`src/rtl/fracn_pkg.sv`:
```
package fracn_pkg;
  typedef struct packed {
    logic capture;
    logic clear;
    logic step;
  } ctlStrb_t;
endpackage

```
`src/rtl/chanDecode.sv`:
```
module chanDecode #(
  parameter int WORD_W      = 16,
  parameter int MOD         = 260,
  parameter int INT_W       = 8,
  parameter int FRAC_W      = 9,
  parameter int HB_MIN_WORD = 34000,
  parameter int HB_MAX_WORD = 44000,
  parameter int LB_MIN_WORD = 34000,
  parameter int LB_MAX_WORD = 44000
) (
  input  logic [WORD_W-1:0] chanWord,
  input  logic              bandSel,
  output logic [INT_W-1:0]  intPart,
  output logic [FRAC_W-1:0] fracPart,
  output logic              inRange
);
  localparam logic [WORD_W-1:0] MOD_W = WORD_W'(MOD);
  localparam logic [WORD_W-1:0] HB_LO = WORD_W'(HB_MIN_WORD);
  localparam logic [WORD_W-1:0] HB_HI = WORD_W'(HB_MAX_WORD);
  localparam logic [WORD_W-1:0] LB_LO = WORD_W'(LB_MIN_WORD);
  localparam logic [WORD_W-1:0] LB_HI = WORD_W'(LB_MAX_WORD);

  logic [WORD_W-1:0] lowLim, highLim;

  assign intPart  = INT_W'(chanWord / MOD_W);
  assign fracPart = FRAC_W'(chanWord % MOD_W);
  assign lowLim   = bandSel ? HB_LO : LB_LO;
  assign highLim  = bandSel ? HB_HI : LB_HI;
  assign inRange  = (chanWord >= lowLim) && (chanWord <= highLim);
endmodule

```
`src/rtl/fracnCtrl.sv`:
```
module fracnCtrl
  import fracn_pkg::*;
(
  input  logic     clk,
  input  logic     rstN,
  input  logic     enable,
  input  logic     load,
  input  logic     inRange,
  output ctlStrb_t strb,
  output logic     divValid,
  output logic     outOfRange
);
  logic haveWord, oorFlag, validReg;

  assign strb.capture = load & inRange;
  assign strb.clear   = (load & inRange) | ~enable;
  assign strb.step    = enable & haveWord & ~oorFlag & ~load;

  always_ff @(posedge clk or negedge rstN) begin
    if (!rstN) begin
      haveWord <= 1'b0;
      oorFlag  <= 1'b0;
      validReg <= 1'b0;
    end else begin
      if (strb.capture) haveWord <= 1'b1;
      if (load)         oorFlag  <= ~inRange;
      validReg <= strb.step;
    end
  end

  assign divValid   = validReg;
  assign outOfRange = oorFlag;


  oor_blocks_valid_chk: assert property (@(posedge clk) disable iff (!rstN)
    outOfRange |-> !divValid);

  load_drops_valid_chk: assert property (@(posedge clk) disable iff (!rstN)
    load |=> !divValid);

  enable_drops_valid_chk: assert property (@(posedge clk) disable iff (!rstN)
    !enable |=> !divValid);
endmodule

```
`src/rtl/mashCore.sv`:
```
module mashCore
  import fracn_pkg::*;
#(
  parameter int MOD    = 260,
  parameter int INT_W  = 8,
  parameter int FRAC_W = 9,
  parameter int DIV_W  = INT_W + 1
) (
  input  logic              clk,
  input  logic              rstN,
  input  ctlStrb_t          strb,
  input  logic [INT_W-1:0]  intIn,
  input  logic [FRAC_W-1:0] fracIn,
  output logic [DIV_W-1:0]  divOut
);
  localparam int STAGES = 3;
  localparam logic [FRAC_W:0] MOD_S = (FRAC_W+1)'(MOD);

  logic [INT_W-1:0]  intReg;
  logic [FRAC_W-1:0] fracReg;
  logic [FRAC_W-1:0] acc    [STAGES];
  logic [FRAC_W-1:0] accNxt [STAGES];
  logic [FRAC_W-1:0] addend [STAGES];
  logic [STAGES-1:0] cy;
  logic              c2p, c3p, c3pp;
  logic [3:0]        corr;
  logic [DIV_W-1:0]  nextDiv;

  for (genvar g = 0; g < STAGES; g++) begin : g_stage
    logic [FRAC_W:0] sum;
    if (g == 0) begin : g_first
      assign addend[g] = fracReg;
    end else begin : g_chain
      assign addend[g] = accNxt[g-1];
    end
    assign sum       = {1'b0, acc[g]} + {1'b0, addend[g]};
    assign cy[g]     = (sum >= MOD_S);
    assign accNxt[g] = FRAC_W'(cy[g] ? sum - MOD_S : sum);
  end

  assign corr = 4'(cy[0]) + 4'(cy[1]) - 4'(c2p)
              + 4'(cy[2]) - 4'({c3p, 1'b0}) + 4'(c3pp);
  assign nextDiv = {1'b0, intReg} + {{(DIV_W-4){corr[3]}}, corr};

  always_ff @(posedge clk or negedge rstN) begin
    if (!rstN) begin
      intReg  <= '0;
      fracReg <= '0;
      divOut  <= '0;
      c2p     <= 1'b0;
      c3p     <= 1'b0;
      c3pp    <= 1'b0;
      for (int i = 0; i < STAGES; i++) acc[i] <= '0;
    end else begin
      if (strb.capture) begin
        intReg  <= intIn;
        fracReg <= fracIn;
      end
      if (strb.clear) begin
        c2p  <= 1'b0;
        c3p  <= 1'b0;
        c3pp <= 1'b0;
        for (int i = 0; i < STAGES; i++) acc[i] <= '0;
      end else if (strb.step) begin
        divOut <= nextDiv;
        c2p    <= cy[1];
        c3p    <= cy[2];
        c3pp   <= c3p;
        for (int i = 0; i < STAGES; i++) acc[i] <= accNxt[i];
      end
    end
  end


  hold_when_idle_chk: assert property (@(posedge clk) disable iff (!rstN)
    !strb.step |=> $stable(divOut));

  corr_window_chk: assert property (@(posedge clk) disable iff (!rstN)
    strb.step |=> (divOut <= {1'b0, intReg} + DIV_W'(4)) &&
                  (divOut + DIV_W'(3) >= {1'b0, intReg}));
endmodule

```
`src/rtl/fracnChanDecoder.sv`:
```
module fracnChanDecoder
  import fracn_pkg::*;
#(
  parameter int WORD_W      = 16,
  parameter int MOD         = 260,
  parameter int HB_MIN_WORD = 34000,
  parameter int HB_MAX_WORD = 44000,
  parameter int LB_MIN_WORD = 34000,
  parameter int LB_MAX_WORD = 44000,
  localparam int INT_W  = $clog2((2**WORD_W - 1) / MOD + 1),
  localparam int FRAC_W = $clog2(MOD),
  localparam int DIV_W  = INT_W + 1
) (
  input  logic              clk,
  input  logic              rstN,
  input  logic              enable,
  input  logic              bandSel,
  input  logic              load,
  input  logic [WORD_W-1:0] chanWord,
  output logic [DIV_W-1:0]  divOut,
  output logic              divValid,
  output logic              outOfRange
);
  logic [INT_W-1:0]  intPart;
  logic [FRAC_W-1:0] fracPart;
  logic              inRange;
  ctlStrb_t          strb;

  chanDecode #(
    .WORD_W(WORD_W), .MOD(MOD), .INT_W(INT_W), .FRAC_W(FRAC_W),
    .HB_MIN_WORD(HB_MIN_WORD), .HB_MAX_WORD(HB_MAX_WORD),
    .LB_MIN_WORD(LB_MIN_WORD), .LB_MAX_WORD(LB_MAX_WORD)
  ) u_decode (
    .chanWord(chanWord), .bandSel(bandSel),
    .intPart(intPart), .fracPart(fracPart), .inRange(inRange)
  );

  fracnCtrl u_ctrl (
    .clk(clk), .rstN(rstN), .enable(enable), .load(load), .inRange(inRange),
    .strb(strb), .divValid(divValid), .outOfRange(outOfRange)
  );

  mashCore #(
    .MOD(MOD), .INT_W(INT_W), .FRAC_W(FRAC_W), .DIV_W(DIV_W)
  ) u_mash (
    .clk(clk), .rstN(rstN), .strb(strb),
    .intIn(intPart), .fracIn(fracPart), .divOut(divOut)
  );
endmodule

```
`config.mk`:
```
export PLATFORM = sky130hd
export DESIGN_NAME = fracnChanDecoder
export DESIGN_NICKNAME = d
export VERILOG_FILES = /design/src/rtl/fracn_pkg.sv /design/src/rtl/chanDecode.sv /design/src/rtl/fracnCtrl.sv /design/src/rtl/mashCore.sv /design/src/rtl/fracnChanDecoder.sv
export SDC_FILE = /design/constraint.sdc
export NUM_CORES = 1
export LEC_CHECK = 0
export ABC_AREA = 1
export CAP_MARGIN = 5
export CORE_MARGIN = 10
export CORE_UTILIZATION = 49
export CTS_BUF_LIST = sky130_fd_sc_hd__clkbuf_8
export CTS_CLUSTER_SIZE = 10
export DETAILED_ROUTE_END_ITERATION = 7
export GPL_TIMING_DRIVEN = 0
export PLACE_DENSITY = 0.74
export SYNTH_ARGS = -nofsm -noshare
export SYNTH_HDL_FRONTEND = slang
export SYNTH_SLANG_ARGS = --single-unit
```
`constraint.sdc`:
```
create_clock -name clk -period 25.9 [get_ports clk]
set_input_delay 6.475 -clock clk [delete_from_list [all_inputs] [get_ports clk]]
set_output_delay 6.475 -clock clk [all_outputs]
set_load 0.03 [all_outputs]
```
**Yosys cells after proc, flatten, opt, wreduce, memory -nomap -nowiden**

Cells that the tools add are included.

- Register bits: 59
- Bits in latches: 0
- RAM bits: 0
- Bits in read-only memories: 0
- Output and inout bits: 11
- Memories kept: 0

- $add $sub $neg: 12
- Multiply operators: 0
- Div/mod/pow operators: 2
- $lt $le $gt $ge: 5
- Eq/ne operators: 0
- Shift operators: 0
- Muxes and demuxes: 11
- Bitwise operators: 10
- Reductions and logical operators: 3

Operators with widths:

| operator | number |
|---|---|
| 27-bit two-way mux | 2 |
| 9-bit by 9-bit adder with 10-bit output | 3 |
| 10-bit by 9-bit greater-or-equal comparator with 1-bit output, second input constant | 3 |
| 9-bit two-way mux | 3 |
| 9-bit subtractor, second input constant | 3 |
| 16-bit by 9-bit divider with 16-bit output, second input constant | 1 |
| 16-bit greater-or-equal comparator, second input constant | 1 |
| 16-bit <= comparator, second input constant | 1 |
| 16-bit by 9-bit modulo with 16-bit output, second input constant | 1 |
| 8-bit by 9-bit adder with 9-bit output | 1 |
| 4-bit by 1-bit adder with 4-bit output | 2 |
| 1-bit two-way mux | 6 |
| 1-bit NOT | 5 |
| 1-bit bitwise AND | 4 |
| 4-bit by 1-bit subtractor with 4-bit output | 1 |
| 4-bit by 2-bit subtractor with 4-bit output | 1 |
| 1-bit by 1-bit adder with 2-bit output | 1 |
| 2-bit AND reduction | 1 |
| 2-bit nonzero test | 1 |
| 1-bit logical AND | 1 |
| 1-bit OR | 1 |

**Depth between registers and ports, before layout**

- Depth in word-level cells: 12
- Depth in mapped cells: 61
- Gate-level depth less buffers: 61

**Modules after synthesis**

A second synthesis with hierarchy kept.

- Cells, all modules: 1036
- Area total of the unflattened synthesis: 6887.9 um^2

By module, submodules not included:

| module | times used | cells an instance | area an instance (um^2) |
|---|---|---|---|
| mashCore | 1 | 618 | 4589.4 |
| chanDecode | 1 | 403 | 2173.3 |
| fracnCtrl | 1 | 15 | 125.1 |

**Worst setup path after synthesis**

Ideal clock, no wire load.

- Kind: input to register
- From: input port chanWord[15]
- To: register u_mash.fracReg[5]
- Arrival time: 10.687 ns
- Required time: 25.783 ns
- Slack: 15.096 ns
- Stages on the path: 44
- Path buffers: 1
- Cells stage by stage: buf_4 -> inv_2 -> o21ai_0 -> nand3_1 -> nor2_4 -> nand2_2 -> nand2_4 -> nand2_4 -> nand2_2 -> nand2_2 -> nor2_4 -> nand3_2 -> nand2_4 -> nand3_1 -> nand2_2 -> nor2_1 -> nand3_1 -> nand3_4 -> [... 8 more ...] -> nand2_2 -> nand3_4 -> nand2_1 -> nand2_1 -> nor2_2 -> nand2_1 -> nand2_2 -> nand2_4 -> nand2_4 -> nand2_2 -> nor2_2 -> nand3_2 -> nand2_4 -> nand2_4 -> nand2_1 -> nand2_1 -> nand2_1 -> nand2_1

- Word-level cells in the longest chain between the ends: 3

Ends and longest elaborated chain:

| element | line | text |
|---|---|---|
| from (decl) | fracnChanDecoder.sv:19 | `input logic [WORD_W-1:0] chanWord,` |
| parallel branches: the longest is 3 deep, another holds 16-bit by 9-bit modulo with 16-bit output | n/a |  |
| to (signal assigned) | mashCore.sv:57 | `fracReg <= fracIn;` |
| to (decl) | mashCore.sv:20 | `logic [FRAC_W-1:0] fracReg;` |

Several ways; the timed one is not identified.
A chain may end at the register's enable or synchronous reset.

**Worst setup path in the final report**

- From: input port chanWord[13]
- To: register u_mash.fracReg[2]

Same word-level chain as after synthesis.

==> summary.md <==
| Metric | Value |
|---|---|
| Minimum clock period after layout | `~12 ns` |
| Top area cells in the synthesized netlist | `dfrtp_1 (24%), nand2_1 (14%), inv_1 (9.6%)` |
| Area Growth Syn to Fin | `11.5%` |
| CTS tree | `yes` |
| Grt met2 use | `a little over a quarter` |
| Number of synthesized flops with an enable pin | `0` |
| Status | `finished clean` |
| Synth top area share | `between 20% and 30%` |
| Clk pin slew, worst setup/hold paths | `about 0.070 ns` |
| CTS Buf Count | `9` |
| Ports | `32` |
| Tcrit/Tclk final | `about 45%` |
| Die Y | `~130 µm` |
| Relative slew margins | `roughly three fifths` |
| Met1 usage in global routing | `20.5%` |
| CTS Hold Bufs | `0` |
| Pins Over Slew Limit | `0` |
| Most frequent cells in the layout | `nand2_1 (232), inv_1 (155), nand3_1 (65)` |
| Synthesis warning total | `0` |
| Worst skew pair latency | `about 0.35 ns` |
| Crit path arrival time | `roughly 12 ns` |
| Post-synth top area cell | `dfrtp_1` |
| Overall die area | `between 0.015 and 0.02 mm²` |
| Vias in the first global route | `5261` |
| Number of I/O port buffers | `26` |
| Final Setup Violations | `0` |
| Post-Route WL | `13100 µm` |
| All-Layer GR Usage | `15.6%` |
| First-pass GRT wire length | `roughly 23000 µm` |
| Most used routing layer | `met2` |
| Fill count | `roughly 1200` |
| # diodes | `0` |
| Worst setup path start | `chanWord[13]` |
| Drt first pass iters | `5` |
| FF-to-FF Start | `u_mash.fracReg[0]` |
| # H-tree levels | `3` |
| RSZ-0062 raised after global routing | `no` |
| DRC violations left | `0` |
| Starting Density | `between 50 and 60%` |
| Slowest CP cell | `clkdlybuf4s50_1` |
| Net count, final | `between 1000 and 1500` |
| Seq/Total Area, Yosys | `24.4%` |
| # rows | `40` |
| Hold crit path type | `reg2reg` |
| Critical setup path kind | `in2reg` |
| Syn avg cell area | `roughly 6.8 µm²` |
| HPWL Detailed | `a little over 10000 µm` |
| Critical path launch point type | `input pin` |
| Initial detailed-routing violation count | `265` |
| CP max FO | `10` |
| Routing usage on met3 | `2.17%` |
| Cells after Synth | `roughly 900` |
| Die width | `131 µm` |
| Post-CTS setup buffers | `0` |
| Synth Net Count | `968` |
| Initial antenna violation count | `0` |
| CTS Sinks | `around 60` |
| Max Cap Viol | `0` |
| Mapped Area | `approximately 0.0060 mm²` |
| Worst EP required | `between 20 and 30 ns` |
| Maximum clock path buffer count | `2` |
| Final hold violations | `0` |
| Hold Crit Start | `u_ctrl.haveWord` |
| Largest net degree at the start of global routing | `38` |
| Critical Path End | `u_mash.fracReg[2]` |
| Crit end category | `register` |
| Worst path depth | `47` |
| Register-to-Register Path Depth | `57` |
| Clk_skew | `~0.013 ns` |
| Most common flop cell mapped by yosys | `dfrtp_1` |
| Post-route ant nets | `0` |
| Most frequent CP cell | `nand2_1` |
| Post-CTS Resized | `0` |
| CORE AREA | `~0.012 mm²` |
| CP top delay family | `simple AND/OR/NAND/NOR gates` |
| Root Buffer | `clkbuf_8` |
| Commonest non-fill, non-tap cell in the layout | `nand2_1` |
| Routability congestion estimate | `around 0.9` |
| Grt ovf | `0` |
| Number of buffers and inverters on the critical path | `3` |
| R2r endpoint | `u_mash.divOut[8]` |
| R2R setup slack | `about 16 ns` |
| Cell variety after synth | `38` |
| Max incr delay on CP | `roughly 0.54 ns` |
| WL/cell | `about 12 µm` |
| Yosys reg bits | `59` |
| Layout cells sized above 1 | `between 10% and 20%` |
| Via density | `between 4 and 5` |
| Via Count | `between 5000 and 6000` |
| Peak Freq | `around 0.085 GHz` |
| Final setup TNS | `0 ns` |
| Worst Tran Pin Value | `slightly above 0.6 ns` |
| Async S/R FF share, synth | `between 90% and 100%` |
## logic make-up (layout without fill, tap and decap cells)
family	after synthesis	in the layout	synth area share, %
and+or+nand+nor	452	452	35.6
AOI/OAI and AO/OA	108	108	10.3
DFF	59	59	24.4
xor gates and xnor gates	51	51	7.39
adders and majority gates	51	51	11.3
buffers and inverters	175	219	11.0
## state kept, by name (all words and copies together), names as in the netlist
| register | flops |
|---|---|
| u_ctrl.haveWord | 1 |
| u_mash.c3p | 1 |
| u_ctrl.divValid | 1 |
| u_mash.divOut | 9 |
| u_mash.fracReg | 9 |
| u_mash.acc | 27 |
| u_mash.c2p | 1 |
| u_mash.c3pp | 1 |
| u_ctrl.outOfRange | 1 |
| u_mash.intReg | 8 |
## per-stage QoR
| stage | instance area (µm²) | hold slack [ns] | utilization [%] | cells | setup WS (ns) |
|---|---|---|---|---|---|
| 2_1_floorplan | 6050 | 0.440 | - | 896 | 15.10 |
| 3_3_place_gp | 6520 | 0.454 | 54.0 | 1090 | 13.88 |
| 3_5_place_dp | 6530 | 0.457 | 54.2 | 1091 | 13.88 |
| 4_1_cts | 6740 | 0.474 | 55.9 | 1107 | 14.21 |
| 5_1_grt | 6740 | 0.503 | 55.9 | 1108 | 13.50 |
| 6_report | 6740 | 0.472 | 55.9 | 1108 | 14.20 |
## Yosys cell counts, types with 2 or more instances
cell type and count:
o21ai_0 39, nor2_2 10, o21bai_1 5, nand3_1 65, nand3_2 10, nand4_1 15, or2_2 4, nand2_4 11
nand3_4 2, dfrtp_1 59, nand3b_1 3, nand2_2 20, clkbuf_1 11, inv_1 155, buf_2 2, a21oi_2 2
inv_2 6, nor2_4 4, o31ai_1 4, and2_1 3, nand2_1 232, nor3_1 9, fa_1 6, a21oi_1 30
nor2_1 62, xor2_1 39, o21a_1 2, o22ai_1 21, ha_1 45, xnor2_1 12
## final cells by class
type | instances | area [µm²] | area share, %
repair buffers | 28 | 283 | 4.19
multi-input cells | 662 | 3910 | 58.0
inverters | 161 | 604 | 8.96
flip-flops and latches | 59 | 1480 | 21.9
clock buffers | 10 | 138 | 2.04
clock inverters | 6 | 65.1 | 0.965
plain buffers | 14 | 58.8 | 0.872
well taps | 168 | 210 | 3.12
## worst reg2reg max path: cells and delay by family (launching register included)
family	cells	cell delay, ns
flip-flops	1	0.40
adder cells (fa/ha/maj)	9	2.63
buffers and inverters	6	0.41
AO/OA/AOI/OAI	15	2.38
AND/OR/NAND/NOR	22	2.63
XOR/XNOR	5	1.04
## per-layer routing
metal | up-vias | routed length, µm
li1 | 2922 | -
met3 | 11 | 330
met4 | 0 | 148
met2 | 62 | 6210
met1 | 2455 | 6400
met5 | - | 0
## how the worst min path moves through the flow
stage	to	slack (ns)	depth (start not counted)
floorplan	u_ctrl.haveWord	0.44	1
global placement	u_ctrl.haveWord	0.45	1
detailed placement	u_ctrl.haveWord	0.46	1
CTS	u_ctrl.haveWord	0.47	1
global route	u_mash.divOut[1]	0.50	2
finish	u_ctrl.haveWord	0.47	1
Power is not shown: default switching activity piles up to over one toggle a cycle in this logic, so the estimate is an artifact.
